<file path="src/rtl/smi_bridge_pkg.sv">
package smi_bridge_pkg;
  typedef enum logic [1:0] {
    MODE_SINGLE = 2'd0,
    MODE_DUAL   = 2'd1,
    MODE_MULTI  = 2'd2
  } mode_e;

  localparam logic [1:0] OP_WRITE = 2'b01;
  localparam logic [1:0] OP_READ  = 2'b10;

  localparam int CMD_OP_HI  = 11;
  localparam int CMD_OP_LO  = 10;
  localparam int CMD_DEV_HI = 9;
  localparam int CMD_DEV_LO = 5;
  localparam int CMD_REG_HI = 4;
  localparam int CMD_REG_LO = 0;

  localparam logic [4:0] WIN_CMD  = 5'd0;
  localparam logic [4:0] WIN_DATA = 5'd1;
endpackage

</file>
<file path="src/rtl/smi_bridge_decode.sv">
module smi_bridge_decode
  import smi_bridge_pkg::*;
#(
  parameter int AW = 5
) (
  input  logic [AW-2:0] strap_sel,
  input  logic          strap_dual,
  input  logic [AW-1:0] phy,
  output mode_e         mode,
  output logic          hit,
  output logic [AW-1:0] dev
);
  localparam logic [AW-2:0] STRAP_ZERO = '0;

  always_comb begin
    if (strap_dual) begin
      mode = MODE_DUAL;
      hit  = (phy[AW-1] == strap_sel[AW-2]);
      dev  = {1'b0, phy[AW-2:0]};
    end else if (strap_sel == STRAP_ZERO) begin
      mode = MODE_SINGLE;
      hit  = 1'b1;
      dev  = phy;
    end else begin
      mode = MODE_MULTI;
      hit  = (phy == {strap_sel, 1'b0});
      dev  = phy;
    end
  end
endmodule

</file>
<file path="src/rtl/smi_bridge_initiator.sv">
module smi_bridge_initiator #(
  parameter int AW = 5,
  parameter int DW = 16
) (
  input  logic          clk,
  input  logic          rst,
  input  logic          start,
  input  logic          start_we,
  input  logic [AW-1:0] start_dev,
  input  logic [AW-1:0] start_reg,
  input  logic [DW-1:0] start_wdata,
  output logic          dev_valid,
  output logic          dev_we,
  output logic [AW-1:0] dev_id,
  output logic [AW-1:0] dev_reg,
  output logic [DW-1:0] dev_wdata,
  input  logic          dev_ready,
  output logic          hs
);
  assign hs = dev_valid & dev_ready;

  always_ff @(posedge clk) begin
    if (rst) begin
      dev_valid <= 1'b0;
      dev_we    <= 1'b0;
      dev_id    <= '0;
      dev_reg   <= '0;
      dev_wdata <= '0;
    end else if (hs) begin
      dev_valid <= 1'b0;
    end else if (start && !dev_valid) begin
      dev_valid <= 1'b1;
      dev_we    <= start_we;
      dev_id    <= start_dev;
      dev_reg   <= start_reg;
      dev_wdata <= start_wdata;
    end
  end
endmodule

</file>
<file path="src/rtl/smi_bridge_ind_regs.sv">
module smi_bridge_ind_regs
  import smi_bridge_pkg::*;
#(
  parameter int AW = 5,
  parameter int DW = 16
) (
  input  logic          clk,
  input  logic          rst,
  input  logic          wr_cmd,
  input  logic          wr_data,
  input  logic [DW-1:0] wdata,
  input  logic          cmd_go,
  input  logic [1:0]    cmd_op,
  input  logic [AW-1:0] cmd_dev,
  input  logic [AW-1:0] cmd_reg,
  input  logic          hs,
  input  logic [DW-1:0] rdata_in,
  output logic [DW-1:0] cmd_view,
  output logic [DW-1:0] data_q,
  output logic          busy,
  output logic          launch,
  output logic          op_we,
  output logic [AW-1:0] tgt_dev,
  output logic [AW-1:0] tgt_reg
);
  logic       bad_q;
  logic [1:0] op_q;
  logic       op_ok;

  assign op_ok = (cmd_op == OP_WRITE) || (cmd_op == OP_READ);
  assign op_we = (op_q == OP_WRITE);

  always_comb begin
    cmd_view = '0;
    cmd_view[DW-1] = busy;
    cmd_view[CMD_OP_HI:CMD_OP_LO]   = op_q;
    cmd_view[CMD_DEV_HI:CMD_DEV_LO] = tgt_dev;
    cmd_view[CMD_REG_HI:CMD_REG_LO] = tgt_reg;
  end

  always_ff @(posedge clk) begin
    if (rst) begin
      busy    <= 1'b0;
      bad_q   <= 1'b0;
      launch  <= 1'b0;
      op_q    <= '0;
      tgt_dev <= '0;
      tgt_reg <= '0;
      data_q  <= '0;
    end else begin
      launch <= 1'b0;
      if (bad_q) begin
        busy  <= 1'b0;
        bad_q <= 1'b0;
      end
      if (busy && hs && !bad_q) begin
        busy <= 1'b0;
        if (op_q == OP_READ) data_q <= rdata_in;
      end
      if (!busy) begin
        if (wr_data) data_q <= wdata;
        if (wr_cmd) begin
          op_q    <= cmd_op;
          tgt_dev <= cmd_dev;
          tgt_reg <= cmd_reg;
          if (cmd_go) begin
            busy <= 1'b1;
            if (op_ok) launch <= 1'b1;
            else       bad_q  <= 1'b1;
          end
        end
      end
    end
  end
endmodule

</file>
<file path="src/rtl/smi_bridge.sv">
module smi_bridge
  import smi_bridge_pkg::*;
#(
  parameter int AW = 5,
  parameter int DW = 16
) (
  input  logic          clk,
  input  logic          rst,
  input  logic [AW-2:0] strap_sel,
  input  logic          strap_dual,
  input  logic [AW-1:0] h_phy,
  input  logic [AW-1:0] h_reg,
  input  logic [DW-1:0] h_wdata,
  input  logic          h_rd,
  input  logic          h_wr,
  output logic          h_ack,
  output logic [DW-1:0] h_rdata,
  output logic          dev_valid,
  output logic          dev_we,
  output logic [AW-1:0] dev_id,
  output logic [AW-1:0] dev_reg,
  output logic [DW-1:0] dev_wdata,
  input  logic          dev_ready,
  input  logic [DW-1:0] dev_rdata
);
  localparam logic [DW-1:0] MISS_VAL = '1;

  mode_e         mode;
  logic          hit;
  logic [AW-1:0] dir_dev;
  logic          is_multi;
  logic          strobe;
  logic          dir_start;
  logic          sel_cmd;
  logic          sel_data;
  logic          hs;
  logic          dir_pend;
  logic          dir_rd_q;

  logic [DW-1:0] cmd_view;
  logic [DW-1:0] data_q;
  logic          ind_busy;
  logic          launch;
  logic          op_we;
  logic [AW-1:0] tgt_dev;
  logic [AW-1:0] tgt_reg;

  logic          st_go;
  logic          st_we;
  logic [AW-1:0] st_dev;
  logic [AW-1:0] st_reg;
  logic [DW-1:0] st_wdata;

  smi_bridge_decode #(.AW(AW)) u_decode (
    .strap_sel  (strap_sel),
    .strap_dual (strap_dual),
    .phy        (h_phy),
    .mode       (mode),
    .hit        (hit),
    .dev        (dir_dev)
  );

  assign is_multi  = (mode == MODE_MULTI);
  assign strobe    = h_rd | h_wr;
  assign dir_start = strobe & hit & ~is_multi;
  assign sel_cmd   = is_multi & hit & (h_reg == WIN_CMD);
  assign sel_data  = is_multi & hit & (h_reg == WIN_DATA);

  smi_bridge_ind_regs #(.AW(AW), .DW(DW)) u_ind (
    .clk      (clk),
    .rst      (rst),
    .wr_cmd   (h_wr & sel_cmd),
    .wr_data  (h_wr & sel_data),
    .wdata    (h_wdata),
    .cmd_go   (h_wdata[DW-1]),
    .cmd_op   (h_wdata[CMD_OP_HI:CMD_OP_LO]),
    .cmd_dev  (h_wdata[CMD_DEV_HI:CMD_DEV_LO]),
    .cmd_reg  (h_wdata[CMD_REG_HI:CMD_REG_LO]),
    .hs       (hs),
    .rdata_in (dev_rdata),
    .cmd_view (cmd_view),
    .data_q   (data_q),
    .busy     (ind_busy),
    .launch   (launch),
    .op_we    (op_we),
    .tgt_dev  (tgt_dev),
    .tgt_reg  (tgt_reg)
  );

  always_comb begin
    if (is_multi) begin
      st_go    = launch;
      st_we    = op_we;
      st_dev   = tgt_dev;
      st_reg   = tgt_reg;
      st_wdata = data_q;
    end else begin
      st_go    = dir_start;
      st_we    = h_wr;
      st_dev   = dir_dev;
      st_reg   = h_reg;
      st_wdata = h_wdata;
    end
  end

  smi_bridge_initiator #(.AW(AW), .DW(DW)) u_init (
    .clk         (clk),
    .rst         (rst),
    .start       (st_go),
    .start_we    (st_we),
    .start_dev   (st_dev),
    .start_reg   (st_reg),
    .start_wdata (st_wdata),
    .dev_valid   (dev_valid),
    .dev_we      (dev_we),
    .dev_id      (dev_id),
    .dev_reg     (dev_reg),
    .dev_wdata   (dev_wdata),
    .dev_ready   (dev_ready),
    .hs          (hs)
  );

  always_ff @(posedge clk) begin
    if (rst) begin
      dir_pend <= 1'b0;
      dir_rd_q <= 1'b0;
      h_ack    <= 1'b0;
      h_rdata  <= '0;
    end else begin
      h_ack <= 1'b0;
      if (dir_pend && hs) begin
        dir_pend <= 1'b0;
        h_ack    <= 1'b1;
        if (dir_rd_q) h_rdata <= dev_rdata;
      end else if (dir_start) begin
        dir_pend <= 1'b1;
        dir_rd_q <= h_rd;
      end else if (strobe) begin
        h_ack <= 1'b1;
        if (h_rd) begin
          if (sel_cmd)       h_rdata <= cmd_view;
          else if (sel_data) h_rdata <= data_q;
          else               h_rdata <= MISS_VAL;
        end
      end
    end
  end
endmodule

</file>
<file path="config.mk">
export PLATFORM = sky130hd
export DESIGN_NAME = smi_bridge
export DESIGN_NICKNAME = d
export VERILOG_FILES = /design/src/rtl/smi_bridge_pkg.sv /design/src/rtl/smi_bridge_decode.sv /design/src/rtl/smi_bridge_initiator.sv /design/src/rtl/smi_bridge_ind_regs.sv /design/src/rtl/smi_bridge.sv
export SDC_FILE = /design/constraint.sdc
export NUM_CORES = 1
export LEC_CHECK = 0
export BUFFER_PORTS_ARGS = -buffer_cell sky130_fd_sc_hd__buf_2
export CORE_MARGIN = 2
export CORE_UTILIZATION = 55
export CTS_BUF_LIST = sky130_fd_sc_hd__clkbuf_16
export DETAILED_ROUTE_END_ITERATION = 6
export HOLD_SLACK_MARGIN = 0.05
export MAX_ROUTING_LAYER = met4
export PLACE_DENSITY = 0.81
export RECOVER_POWER = 25
export SLEW_MARGIN = 20
export SYNTH_ARGS = -nofsm -noshare
export SYNTH_HDL_FRONTEND = slang
export SYNTH_HIERARCHICAL = 1
export SYNTH_SLANG_ARGS = --single-unit
export TNS_END_PERCENT = 50
</file>
<file path="constraint.sdc">
create_clock -name clk -period 2.8 [get_ports clk]
set_input_delay 0 -clock clk [delete_from_list [all_inputs] [get_ports clk]]
set_output_delay 0 -clock clk [all_outputs]
set_load 0.005 [all_outputs]
</file>
---- Yosys cells after proc, flatten, opt, wreduce, memory -nomap -nowiden ----
Index checks and enable logic that the tools add are counted.
cells by class
  $lt $le $gt $ge ......................... 0
  reduce and logical (&&, ||, !) cells .... 18
  bitwise gates (word level) .............. 15
  multiply operators ...................... 0
  mux-type cells .......................... 31
  equality and inequality tests ........... 10
  add/sub/neg operators ................... 0
  shift-type cells ........................ 0
  div/mod/pow operators ................... 0
operators with widths
  kind                                                   count
  2-to-1 mux 16 bit                                      12
  2-to-1 mux 5 bit                                       3
  2-to-1 mux 1 bit                                       14
  bitwise AND 1 bit                                      8
  == test 2 bit, second input constant                   3
  NOT 1 bit                                              6
  AND reduction 2 bit                                    3
  == test 5 x 1 -> 1 bit, second input constant          1
  == test 5 bit                                          1
  logical NOT 5 bit                                      1
  == test 2 x 1 -> 1 bit, second input constant          2
  logical AND 1 bit                                      4
  logical NOT 4 bit                                      1
  2-to-1 mux 2 bit                                       2
  AND reduction 4 bit                                    1
  nonzero test 2 bit                                     2
  OR reduction 2 bit                                     2
  OR reduction 4 bit                                     1
  logical NOT 1 bit                                      2
  inequality test 2 x 1 -> 1 bit, second input constant  1
  inequality test 2 bit, second input constant           1
  == test 1 bit                                          1
  logical OR 1 bit                                       1
  OR 1 bit                                               1
storage, ports and cells
  memory bits (read-only) ................. 0
  memories ................................ 0
  input port bits ......................... 52
  memory bits (writable) .................. 0
  word-level logic and storage cells ...... 90
  output and inout port bits .............. 45
  latch bits .............................. 0
  bits in registers ....................... 78

---- Depth between registers and ports, before layout ----
Gate-level depths: netlist (run 1).
  word-level depth ........................ 12
  depth in mapped cells ................... 11
  gate-level depth less buffers ........... 10

---- Hierarchy ----
Netlist (run 1), hierarchy kept.
modules (own cells, without submodules)
  module                cells an instance  seq. area each (um2)  area each (um2)  instances
  smi_bridge_ind_regs   174                620.6                 1508.9           1
  smi_bridge            148                380.4                 1360.1           1
  smi_bridge_initiator  127                560.5                 1360.1           1
  smi_bridge_decode     15                 0.0                   117.6            1

---- Least setup slack after synthesis (run 1) ----
No wires, ideal clock.
  kind .................................... input -> register
  start point ............................. input strap_sel[1]
  end point ............................... register u_ind.data_q[10]
  data required time ...................... 2.721 ns
  path slack .............................. 0.297 ns
  library setup time ...................... 0.079 ns
  buffers on the path ..................... 1
  stages on the path ...................... 10
  arrival ................................. 2.424 ns
  path through ............................ xor2_1 or4_1 o21bai_1 or4b_4 nor3_1 and3_1 nor2b_1 clkbuf_1 nor2_1 a211oi_2
between the ends
  elaborated cells between the ends (all ways) .. 12
  those cells by class .................... eq/ne (2); mux (6); bitwise (3); reduce/logical (1)
RTL lines
  what                                                       line                                              source
  from (decl)                                                smi_bridge.sv:9                                   input logic [AW-2:0] strap_sel,
  == test 5 bit / logical NOT 4 bit (equally long branches)  smi_bridge_decode.sv:26, smi_bridge_decode.sv:20
  2-to-1 mux 1 bit *                                         smi_bridge_decode.sv:20                           end else if (strap_sel == STRAP_ZERO) begin
  2-to-1 mux 1 bit *                                         smi_bridge_decode.sv:16                           if (strap_dual) begin
  via hit                                                    smi_bridge.sv:29                                  logic hit;
  bitwise AND 1 bit * (2 in a row)                           smi_bridge.sv:67                                  assign sel_data = is_multi & hit & (h_reg == WIN_DATA);
  bitwise AND 1 bit *                                        smi_bridge.sv:73                                  .wr_data (h_wr & sel_data),
  2-to-1 mux 16 bit *                                        smi_bridge_ind_regs.sv:61                         if (wr_data) data_q <= wdata;
  2-to-1 mux 16 bit *                                        smi_bridge_ind_regs.sv:60                         if (!busy) begin
  to (signal assigned)                                       smi_bridge_ind_regs.sv:58                         if (op_q == OP_READ) data_q <= rdata_in;
  to (signal assigned)                                       smi_bridge_ind_regs.sv:61
  to (decl)                                                  smi_bridge_ind_regs.sv:19                         output logic [DW-1:0] data_q,
Mark *: on every way through the listed nets, which the timed path passes. The rest lies on a longest branch.
A chain may end at the register's enable or synchronous reset.

---- Worst setup path in the final report (run 1) ----
  start point ............................. input strap_sel[1]
  end point ............................... register u_ind.tgt_dev[0]
between the ends
  elaborated cells between the ends (all ways) .. 11
  those cells by class .................... eq/ne (2); mux (4); bitwise (3); reduce/logical (2)
RTL lines
  what                                                       line                                              source
  == test 5 bit / logical NOT 4 bit (equally long branches)  smi_bridge_decode.sv:26, smi_bridge_decode.sv:20
  2-to-1 mux 1 bit *                                         smi_bridge_decode.sv:20
  2-to-1 mux 1 bit *                                         smi_bridge_decode.sv:16
  via hit                                                    smi_bridge.sv:29
  bitwise AND 1 bit * (2 in a row)                           smi_bridge.sv:66                                  assign sel_cmd = is_multi & hit & (h_reg == WIN_CMD);
  bitwise AND 1 bit *                                        smi_bridge.sv:72                                  .wr_cmd (h_wr & sel_cmd),
  AND reduction 2 bit (no source line) *                     -
  to (signal assigned)                                       smi_bridge_ind_regs.sv:64                         tgt_dev <= cmd_dev;
  to (decl)                                                  smi_bridge_ind_regs.sv:23                         output logic [AW-1:0] tgt_dev,
Marked as above.

==> results of run 1 <==
==> metal layers <==
layer  global-route usage, %  part of all wire [%]  routed length (µm)
met1                    33.8                    42                4930
met2                    46.6                    50                5850
met4                    12.7                   2.9                 335
met3                    5.21                   4.8                 559
met5                       -                     0                   0
==> power groups by stage <==
stage | Clock, mW | Combinational [mW] | Sequential [mW]
final | 1.06 | 0.382 | 1.19
after global routing | 1.12 | 0.413 | 1.19
after CTS | 1.07 | 0.380 | 1.18
after detailed placement | 0 | 0.352 | 1.21
after global placement | 0 | 0.343 | 1.21
after floorplan | 0 | 0.217 | 1.21
==> through the flow <==
stage               instance area [µm²]  setup WS [ns]  hold slack [ns]
floorplan                          4350          0.297           0.0691
global placement                   4710          0.245            0.270
detailed placement                 4710          0.131            0.278
CTS                                5230          0.436           0.0517
global route                       5230          0.222           0.0750
finish                             5230          0.376           0.0508
==> worst max-delay path: stages <==
cell and delay [ns]:
buf_2 0.11, xor2_1 0.15, or4_1 0.53, o21bai_1 0.20, or4b_4 0.51, nor3_1 0.21
nand2_1 0.10, nor2_1 0.15, and2b_1 0.45, nand2_1 0.13, a21oi_1 0.14
==> path summary, 6_finish.rpt <==
path / startpoint / endpoint / cells after the start
worst min-delay path: dev_rdata[14] / u_ind/data_q[14] / 3
worst max register to register: u_init/dev_valid / h_rdata[5] / 6
worst min register to register: u_init/dev_reg[2] / u_init/dev_reg[2] / 2
worst max-delay path: strap_sel[1] / u_ind/tgt_dev[0] / 11
==> cell usage after synthesis (2+ instances only) <==
cell type  number
nand4_1         2
inv_1           2
a211oi_1        5
dfxtp_1        78
mux2_2         27
a21oi_1        31
nor4_1         15
mux2i_1        17
and2b_1         2
nor2b_1         5
nand2b_1       31
buf_1           4
o21ai_0         2
o21ai_2        20
buf_4          23
nand2_1        29
o21bai_1       16
o21ai_1         7
buf_6           4
or4_1           2
a22o_1         16
buf_8           2
xor2_1          4
nor2_1         36
a211oi_2       10
nand4bb_1      27
buf_2           6
clkbuf_1       20
==> cell type report <==
type / instances / area (µm²)
inverter: 2 / 7.51
tap: 102 / 128
sequential: 78 / 1560
clock inverter: 7 / 42.5
clock buffer: 9 / 225
fill: 631 / 2460
timing repair buffer: 134 / 835
multi-input combinational: 327 / 2430
==> cells by family (layout without fill, tap and decap cells) <==
group	after synthesis	count (layout)	synth area share [%]
xor gates and xnor gates	5	5	1.01
and+or+nand+nor	162	162	23.9
DFF	78	78	35.9
other	1	3	0.0863
buffers and inverters	61	152	8.64
AOI/OAI and AO/OA	113	113	19.5
muxes	44	44	10.9
==> impl_metrics.yaml, run 1 <==
logic_synthesis:
  yosys-top-cells-area: "dfxtp_1, mux2_2, nand4bb_1"
  yosysWarningCount: 6
  seq_area_frac_synth_pct: 35.9
  ys.flop_type: "dfxtp_1"
  syn-cell-area_um2: 4350
  netlist_instances: 464
  ys_seq_elements: 78
  synth_top_area_cell: "dfxtp_1"
  netlist.area_leader.share_pct: 35.9
  synth_edf_count: 0
  synth-async-reset-ratio_pct: 0
  avgSynthCellArea_um2: 9.37
  yosysUniqueCellTypes: 49
grt:
  grt_start_max_net_pins: 50
  antenna_found_initial: 0
  grt_pass1_wl_um: 18900
  overflow: 0
  grt_usage_pct: 28.3
  grt_pass1_vias: 3905
setup_path:
  start_kind: "input pin"
  worst_setup_path_end_kind: "flop"
  crit_type: "in -> reg"
  worst-endpoint-required_ns: 3.06
  arrival_ns: 2.68
  crit_fanout: 14
  rrSetupSlack_ns: 0.86
power_and_ir_drop:
  power_frac_comb_pct: 14.5
  seqPwrFrac_pct: 45.1
  p_sw_uw: 682
  p_int_mw: 1.95
  totalPowerFinal_mw: 2.63
  vdd.ir_drop.worst_mv: 0.315
  clock_power_share_pct: 40.4
  switching_share_pct: 25.9
  cellPowerDensity_nw_per_um2: 503
  p_leak_nw: 2.13
sta:
  clock.fmax_ghz: 0.413
  slew_headroom_pct: 48.6
  rsz0062_at_grt: "no"
  fin_worst_skew_ns: 0.00458
  hold_viol: 0
  timing.final.crit_share_pct: 86.6
  final.setup.tns_ns: 0
  final-setup-viol-count: 0
  worst_slew_pin_slew_ns: 0.771
  fin_crit_ns: 2.42
  maxSlewViolCount: 0
layout:
  drive_gt1_share_pct: 32.5
  area_delta_synth_final_pct: 20.2
  reg_top3: "h_rdata (16), u_ind/data_q (16), u_init/dev_wdata (16)"
  fin_cells: 659
  nNetsFinal: 604
  layout_commonest_cell: "buf_2"
  final_cell_mix: "buf_2, dfxtp_1, nor2_1"
  final_core_util_pct: 68.0
  antennaDiodeCount: 0
floorplan:
  dieArea_um2: 8630
  rows: 32
  core_area_um2: 7690
  initial_utilization_pct: 56.5
  die_y_um: 92.9
  io_pins: 97
  die_w_um: 92.9
clocking:
  cts_root_buffer: "clkbuf_16"
  postCtsSetupBuffers: 0
  cts_max_path_buffers: 2
  postCtsHoldBufs: 25
  cts_tree: "yes"
  cts.clk_slew.worst_paths_ns: 0.06
  htreeDepth: 3
  clkLatencyLatePin_ns: 0.33
  cts-buffers-inserted: 9
  cts_resized: 0
  cts.sinks: 78
run_status:
  status: "finished, final reports clean"
route:
  wl_um: 11700
  drtAntennaViolNets: 0
  drc: 0
  first_pass_iters: 5
  drt_iter0_markers: 198
  num_vias: 3839
  vias_per_cell: 5.83
  wl_per_cell_um: 17.7
placement:
  hpwl_um: 7980
  port_buffers: 96
  dp_cells: 618
  gp_congestion: 0.870
min_path:
  min_path_type: "in -> reg"
job:
  drv_cap: 0
(Power assumes the default switching activity.)
==> run 2: changes to the inputs <==
--- a/config.mk
+++ b/config.mk
@@ -6,6 +6,7 @@
 export NUM_CORES = 1
 export LEC_CHECK = 0
 export BUFFER_PORTS_ARGS = -buffer_cell sky130_fd_sc_hd__buf_2
+export CORE_ASPECT_RATIO = 0.6
 export CORE_MARGIN = 2
 export CORE_UTILIZATION = 55
 export CTS_BUF_LIST = sky130_fd_sc_hd__clkbuf_16
==> run 2 against run 1 <==
Clock power increased by 8%. Count of clock-buffer cells in the layout is the same. Power up 3.7%. Core utilization increased by 0.97 points. Global-route usage is 0.94 points higher. Worst setup slack better by 0.042 ns. Cell area up 2.3%. Critical path type unchanged. Largest cell class unchanged. Highest routed layer unchanged.
==> impl_metrics.yaml, run 2 (synthesis results as in run 1) <==
sta:
  final.setup.tns_ns: 0
  whs_ns: 0.0508
  worst_slew_pin_slew_ns: 0.811
  slew_headroom_pct: 45.9
  timing.final.crit_share_pct: 85.1
  maxSlewViolCount: 0
  hold_viol: 0
  final-setup-viol-count: 0
  fin_worst_skew_ns: 0.00600
  clock.fmax_ghz: 0.420
  fin_crit_ns: 2.38
  fin_ws_ns: 0.418
  rsz0062_at_grt: "no"
floorplan:
  rows: 25
  die_y_um: 72.9
  die_w_um: 119
  initial_utilization_pct: 56.0
  core_area_um2: 7760
  io_pins: 97
  dieArea_um2: 8650
clocking:
  cts_root_buffer: "clkbuf_16"
  cts.sinks: 78
  cts-buffers-inserted: 9
  cts_tree: "yes"
  htreeDepth: 3
  cts.clk_slew.worst_paths_ns: 0.06
  cts_max_path_buffers: 2
  postCtsSetupBuffers: 0
  clkLatencyLatePin_ns: 0.34
placement:
  hpwl_um: 8170
  dp_cells: 624
  gp_congestion: 0.877
  dp_slack_ns: 0.109
  dpl_cell_area_um2: 4720
  port_buffers: 96
power_and_ir_drop:
  totalPowerFinal_mw: 2.72
  p_leak_nw: 2.16
  p_sw_uw: 681
  p_int_mw: 2.04
  vdd.ir_drop.worst_mv: 0.263
  seqPwrFrac_pct: 43.5
  cellPowerDensity_nw_per_um2: 509
  clock_power_share_pct: 42.0
  switching_share_pct: 25.0
  power_frac_comb_pct: 14.5
route:
  first_pass_iters: 5
  wl_per_cell_um: 17.5
  drt_iter0_markers: 315
  drc: 0
  drtAntennaViolNets: 0
  vias_per_cell: 5.82
  num_vias: 3931
  wl_um: 11800
setup_path:
  worst-endpoint-required_ns: 3.06
  worst_setup_path_end_kind: "flop"
  arrival_ns: 2.65
  crit_type: "in -> reg"
  crit_fanout: 14
  start_kind: "input pin"
layout:
  layout_commonest_cell: "buf_2"
  area_delta_synth_final_pct: 23.0
  drive_gt1_share_pct: 31.0
  antennaDiodeCount: 0
  reg_top3: "h_rdata (16), u_ind/data_q (16), u_init/dev_wdata (16)"
  nNetsFinal: 614
  fin_cells: 675
  final_cell_mix: "buf_2, dfxtp_1, nor2_1"
  finalInstanceArea_um2: 5350
  fillers: 645
  final_core_util_pct: 68.9
min_path:
  min_path_type: "in -> reg"
grt:
  grt_usage_pct: 29.3
  grt_pass1_vias: 3707
  overflow: 0
  grt_pass1_wl_um: 19100
  antenna_found_initial: 0
  grt_start_max_net_pins: 89
run_status:
  status: "finished, final reports clean"
job:
  drv_cap: 0
run 2: changes by cell type in the layout (fill, tap and decap cells not counted), sizes merged:
cell	delta
bufinv	+1
inv	-1
dlygate4sd3	+10
clkbuf	+6
buf	-6
run 2: area by class of cell:
| type | count | area [µm²] | share of cell area, % |
|---|---|---|---|
| multi-input combinational | 327 | 2430 | 45.4 |
| clock buffer | 9 | 225 | 4.21 |
| inverter | 2 | 7.51 | 0.140 |
| timing repair buffer | 144 | 927 | 17.3 |
| clock inverter | 7 | 65.1 | 1.22 |
| tap | 108 | 135 | 2.53 |
| sequential | 78 | 1560 | 29.2 |
run 2: path summary, 6_finish.rpt:
| check | slack (ns) | start | end | depth (start not counted) |
|---|---|---|---|---|
| worst max-delay path | 0.42 | strap_sel[1] | u_ind/tgt_reg[4] | 11 |
| worst max register to register | 0.73 | u_init/dev_valid | h_rdata[9] | 6 |
| worst min-delay path | 0.05 | dev_rdata[10] | h_rdata[10] | 4 |
| worst min register to register | 0.47 | u_init/dev_id[4] | u_init/dev_id[4] | 2 |
run 2: timing repair:
item / in CTS / in global routing
gates resized for setup: 0 / 0
hold buffers: 35 / 0
endpoints found under the hold margin: 35 / 0
run 2: worst max-delay path: stages:
cell and delay, ns:
buf_2 0.11, xor2_1 0.16, or4_1 0.50, o21bai_1 0.22
or4b_4 0.52, nor3_1 0.21, nand2_1 0.08, nor2_1 0.13
and2b_1 0.44, nand2_1 0.12, a21oi_1 0.16
run 2: power by group through the flow:
stage	Sequential (mW)	Clock [mW]	Combinational, mW
4_1_cts	1.18	1.16	0.392
5_1_grt	1.19	1.22	0.425
2_1_floorplan	1.21	0	0.217
6_report	1.18	1.14	0.395
3_3_place_gp	1.21	0	0.344
3_5_place_dp	1.21	0	0.352
run 2: layer usage:
layer  track usage (%)  vias to the layer above  wire length [µm]
met5                 -                        -                 0
met3              8.75                       20               967
met1              38.0                     1860              5350
li1                  -                     1858                 -
met4              8.86                        0               201
met2              44.3                      193              5330
==> run 3: changes to the inputs <==
--- a/config.mk
+++ b/config.mk
@@ -5,12 +5,14 @@
 export SDC_FILE = /design/constraint.sdc
 export NUM_CORES = 1
 export LEC_CHECK = 0
+export ABC_AREA = 1
 export BUFFER_PORTS_ARGS = -buffer_cell sky130_fd_sc_hd__buf_2
 export CORE_ASPECT_RATIO = 0.6
 export CORE_MARGIN = 2
-export CORE_UTILIZATION = 55
+export CORE_UTILIZATION = 56
 export CTS_BUF_LIST = sky130_fd_sc_hd__clkbuf_16
 export DETAILED_ROUTE_END_ITERATION = 6
+export GPL_TIMING_DRIVEN = 0
 export HOLD_SLACK_MARGIN = 0.05
 export MAX_ROUTING_LAYER = met4
 export PLACE_DENSITY = 0.81
==> run 3 against run 2 <==
Synthesized cell count up 61%. Worst setup slack improved by 0.15 ns. Highest routed layer unchanged. Flip-flop and latch count stayed put. Combinational power up 26%. Wire length up 30%. Count of clock-buffer cells in the layout unchanged. Synthesized area up 12%.
==> impl_metrics.yaml, run 3 <==
run_status:
  status: "finished, final reports clean"
logic_synthesis:
  yosys-top-cells-area: "dfxtp_1, nand2_1, nand3_1"
  synth_top_area_cell: "dfxtp_1"
  seq_area_frac_synth_pct: 32.1
  yosysWarningCount: 6
  ys.flop_type: "dfxtp_1"
  ys_seq_elements: 78
  synth-async-reset-ratio_pct: 0
  syn-cell-area_um2: 4860
  synth_most_common_cell: "nand2_1"
  yosysUniqueCellTypes: 37
  synth_edf_count: 0
  avgSynthCellArea_um2: 6.51
  netlist.area_leader.share_pct: 32.1
  netlist_instances: 747
  netlist_top_cells_count: "nand2_1, inv_1, nand3_1"
floorplan:
  die_y_um: 76.2
  rows: 26
  core_area_um2: 8460
  dieArea_um2: 9470
  io_pins: 97
  die_w_um: 124
  initial_utilization_pct: 57.5
route:
  wl_um: 15400
  vias_per_cell: 5.33
  num_vias: 5271
  first_pass_iters: 5
  drtAntennaViolNets: 0
  wl_per_cell_um: 15.6
  drt_iter0_markers: 573
  drc: 0
grt:
  grt_pass1_vias: 4762
  grt_use_met2_pct: 49.0
  grt_usage_pct: 33.9
  use_met3_pct: 10.2
  grt_pass1_wl_um: 24400
  gr-usage-met1_pct: 47.8
  antenna_found_initial: 0
  grt_start_max_net_pins: 13
  overflow: 0
  top_usage_layer: "met2"
layout:
  antennaDiodeCount: 0
  reg_top3: "h_rdata (16), u_ind/data_q (16), u_init/dev_wdata (16)"
  area_delta_synth_final_pct: 22.4
  fin_cells: 989
  finalInstanceArea_um2: 5950
  nNetsFinal: 925
  final_cell_mix: "nand2_1, inv_1, nand3_1"
  drive_gt1_share_pct: 23.0
  layout_commonest_cell: "nand2_1"
sta:
  final-setup-viol-count: 0
  maxSlewViolCount: 0
  clock.fmax_ghz: 0.447
  final.setup.tns_ns: 0
  timing.final.crit_share_pct: 79.8
  rsz0062_at_grt: "no"
  fin_worst_skew_ns: 0.00714
  fin_crit_ns: 2.24
  worst_slew_pin_slew_ns: 0.507
  slew_headroom_pct: 66.1
  hold_viol: 0
setup_path:
  rrSetupSlack_ns: 0.91
  worst-endpoint-required_ns: 3.08
  crit_fanout: 5
  crit_type: "in -> reg"
  arrival_ns: 2.52
  start_kind: "input pin"
  worst_setup_path_end_kind: "flop"
placement:
  dp_cells: 957
  port_buffers: 96
  hpwl_um: 11900
  dpl_cell_area_um2: 5490
  gp_congestion: 0.985
job:
  drv_cap: 0
clocking:
  clkLatencyLatePin_ns: 0.34
  cts.clk_slew.worst_paths_ns: 0.06
  cts_max_path_buffers: 2
  cts_root_buffer: "clkbuf_16"
  cts-buffers-inserted: 9
  cts_tree: "yes"
  cts_resized: 0
  htreeDepth: 3
  cts.sinks: 78
power_and_ir_drop:
  power_frac_comb_pct: 16.9
  clock_power_share_pct: 41.8
  cellPowerDensity_nw_per_um2: 492
  seqPwrFrac_pct: 41.3
  p_leak_nw: 3.07
  p_sw_uw: 779
  switching_share_pct: 26.6
  p_int_mw: 2.15
  vdd.ir_drop.worst_mv: 0.290
min_path:
  min_path_type: "in -> reg"
==> run 3: changes by cell type in the layout (fill, tap and decap cells not counted), moves of 18 or more <==
cell / delta
dlygate4sd3_1: -18
inv_1: +108
mux2_2: -19
nand2_1: +123
nand2b_1: -31
nand3_1: +108
nand4bb_1: -27
nor2_1: +53
o21ai_0: +44
o21ai_2: -20
==> run 3: cells by family after synthesis <==
group                     count (synthesis)  share of synthesized area (%)
and+or+nand+nor                         383                           35.8
buffers and inverters                   175                           17.9
AOI/OAI and AO/OA                       100                           11.8
DFF                                      78                           32.1
muxes                                     8                           1.85
xor gates and xnor gates                  2                          0.360
other                                     1                         0.0771
==> run 3: critical path: stages <==
cell	delay, ns
buf_2	0.11
nor4_1	0.37
nand2_1	0.10
nand2_1	0.22
nand3b_1	0.19
nor4_1	0.34
nand2_1	0.18
inv_1	0.14
nand3_1	0.13
nor2_1	0.18
dlygate4sd3_1	0.57
==> run 3: worst paths after layout <==
check / start / to / depth (start not counted)
min: h_wdata[10] / u_ind/op_q[0] / 3
max: strap_sel[0] / u_ind/bad_q / 11
max reg2reg: u_init/dev_valid / h_rdata[8] / 8
min reg2reg: u_init/dev_reg[3] / u_init/dev_reg[3] / 2
==> run 3: final cells by class <==
cell class	count	area, µm²
fillers	761	2510
multi-input cells	496	2440
flip-flops and latches	78	1560
repair buffers	113	638
inverters	118	453
plain buffers	57	419
clock buffers	9	225
well taps	112	140
clock inverters	6	77.6
==> run 3: per-layer routing <==
layer,wire (µm),share of wire (%)
met3,2070,13
met2,6320,41
met4,108,0.70
met1,6940,45
met5,0,0
==> run 3: through the flow <==
stage	total power [mW]	worst slack [ns]	utilization (%)	hold slack, ns
after floorplan	1.51	1.06	-	0.0724
after global placement	1.69	0.531	64.9	0.273
after detailed placement	1.70	0.479	64.9	0.277
after CTS	2.93	0.688	70.5	0.0523
after global routing	3.06	0.396	70.4	0.0794
final	2.93	0.564	70.4	0.0671
==> run 3: repair_timing <==
action                                 in CTS  in global routing
setup buffers                               0                  0
hold buffers                               17                  0
endpoints found under the hold margin      27                  0
==> run 3: power groups by stage <==
stage / registers [mW] / clock network [mW] / logic (mW)
after CTS: 1.21 / 1.23 / 0.490
after global routing: 1.22 / 1.29 / 0.547
after global placement: 1.23 / 0 / 0.459
after floorplan: 1.24 / 0 / 0.279
final: 1.21 / 1.22 / 0.496
after detailed placement: 1.23 / 0 / 0.470
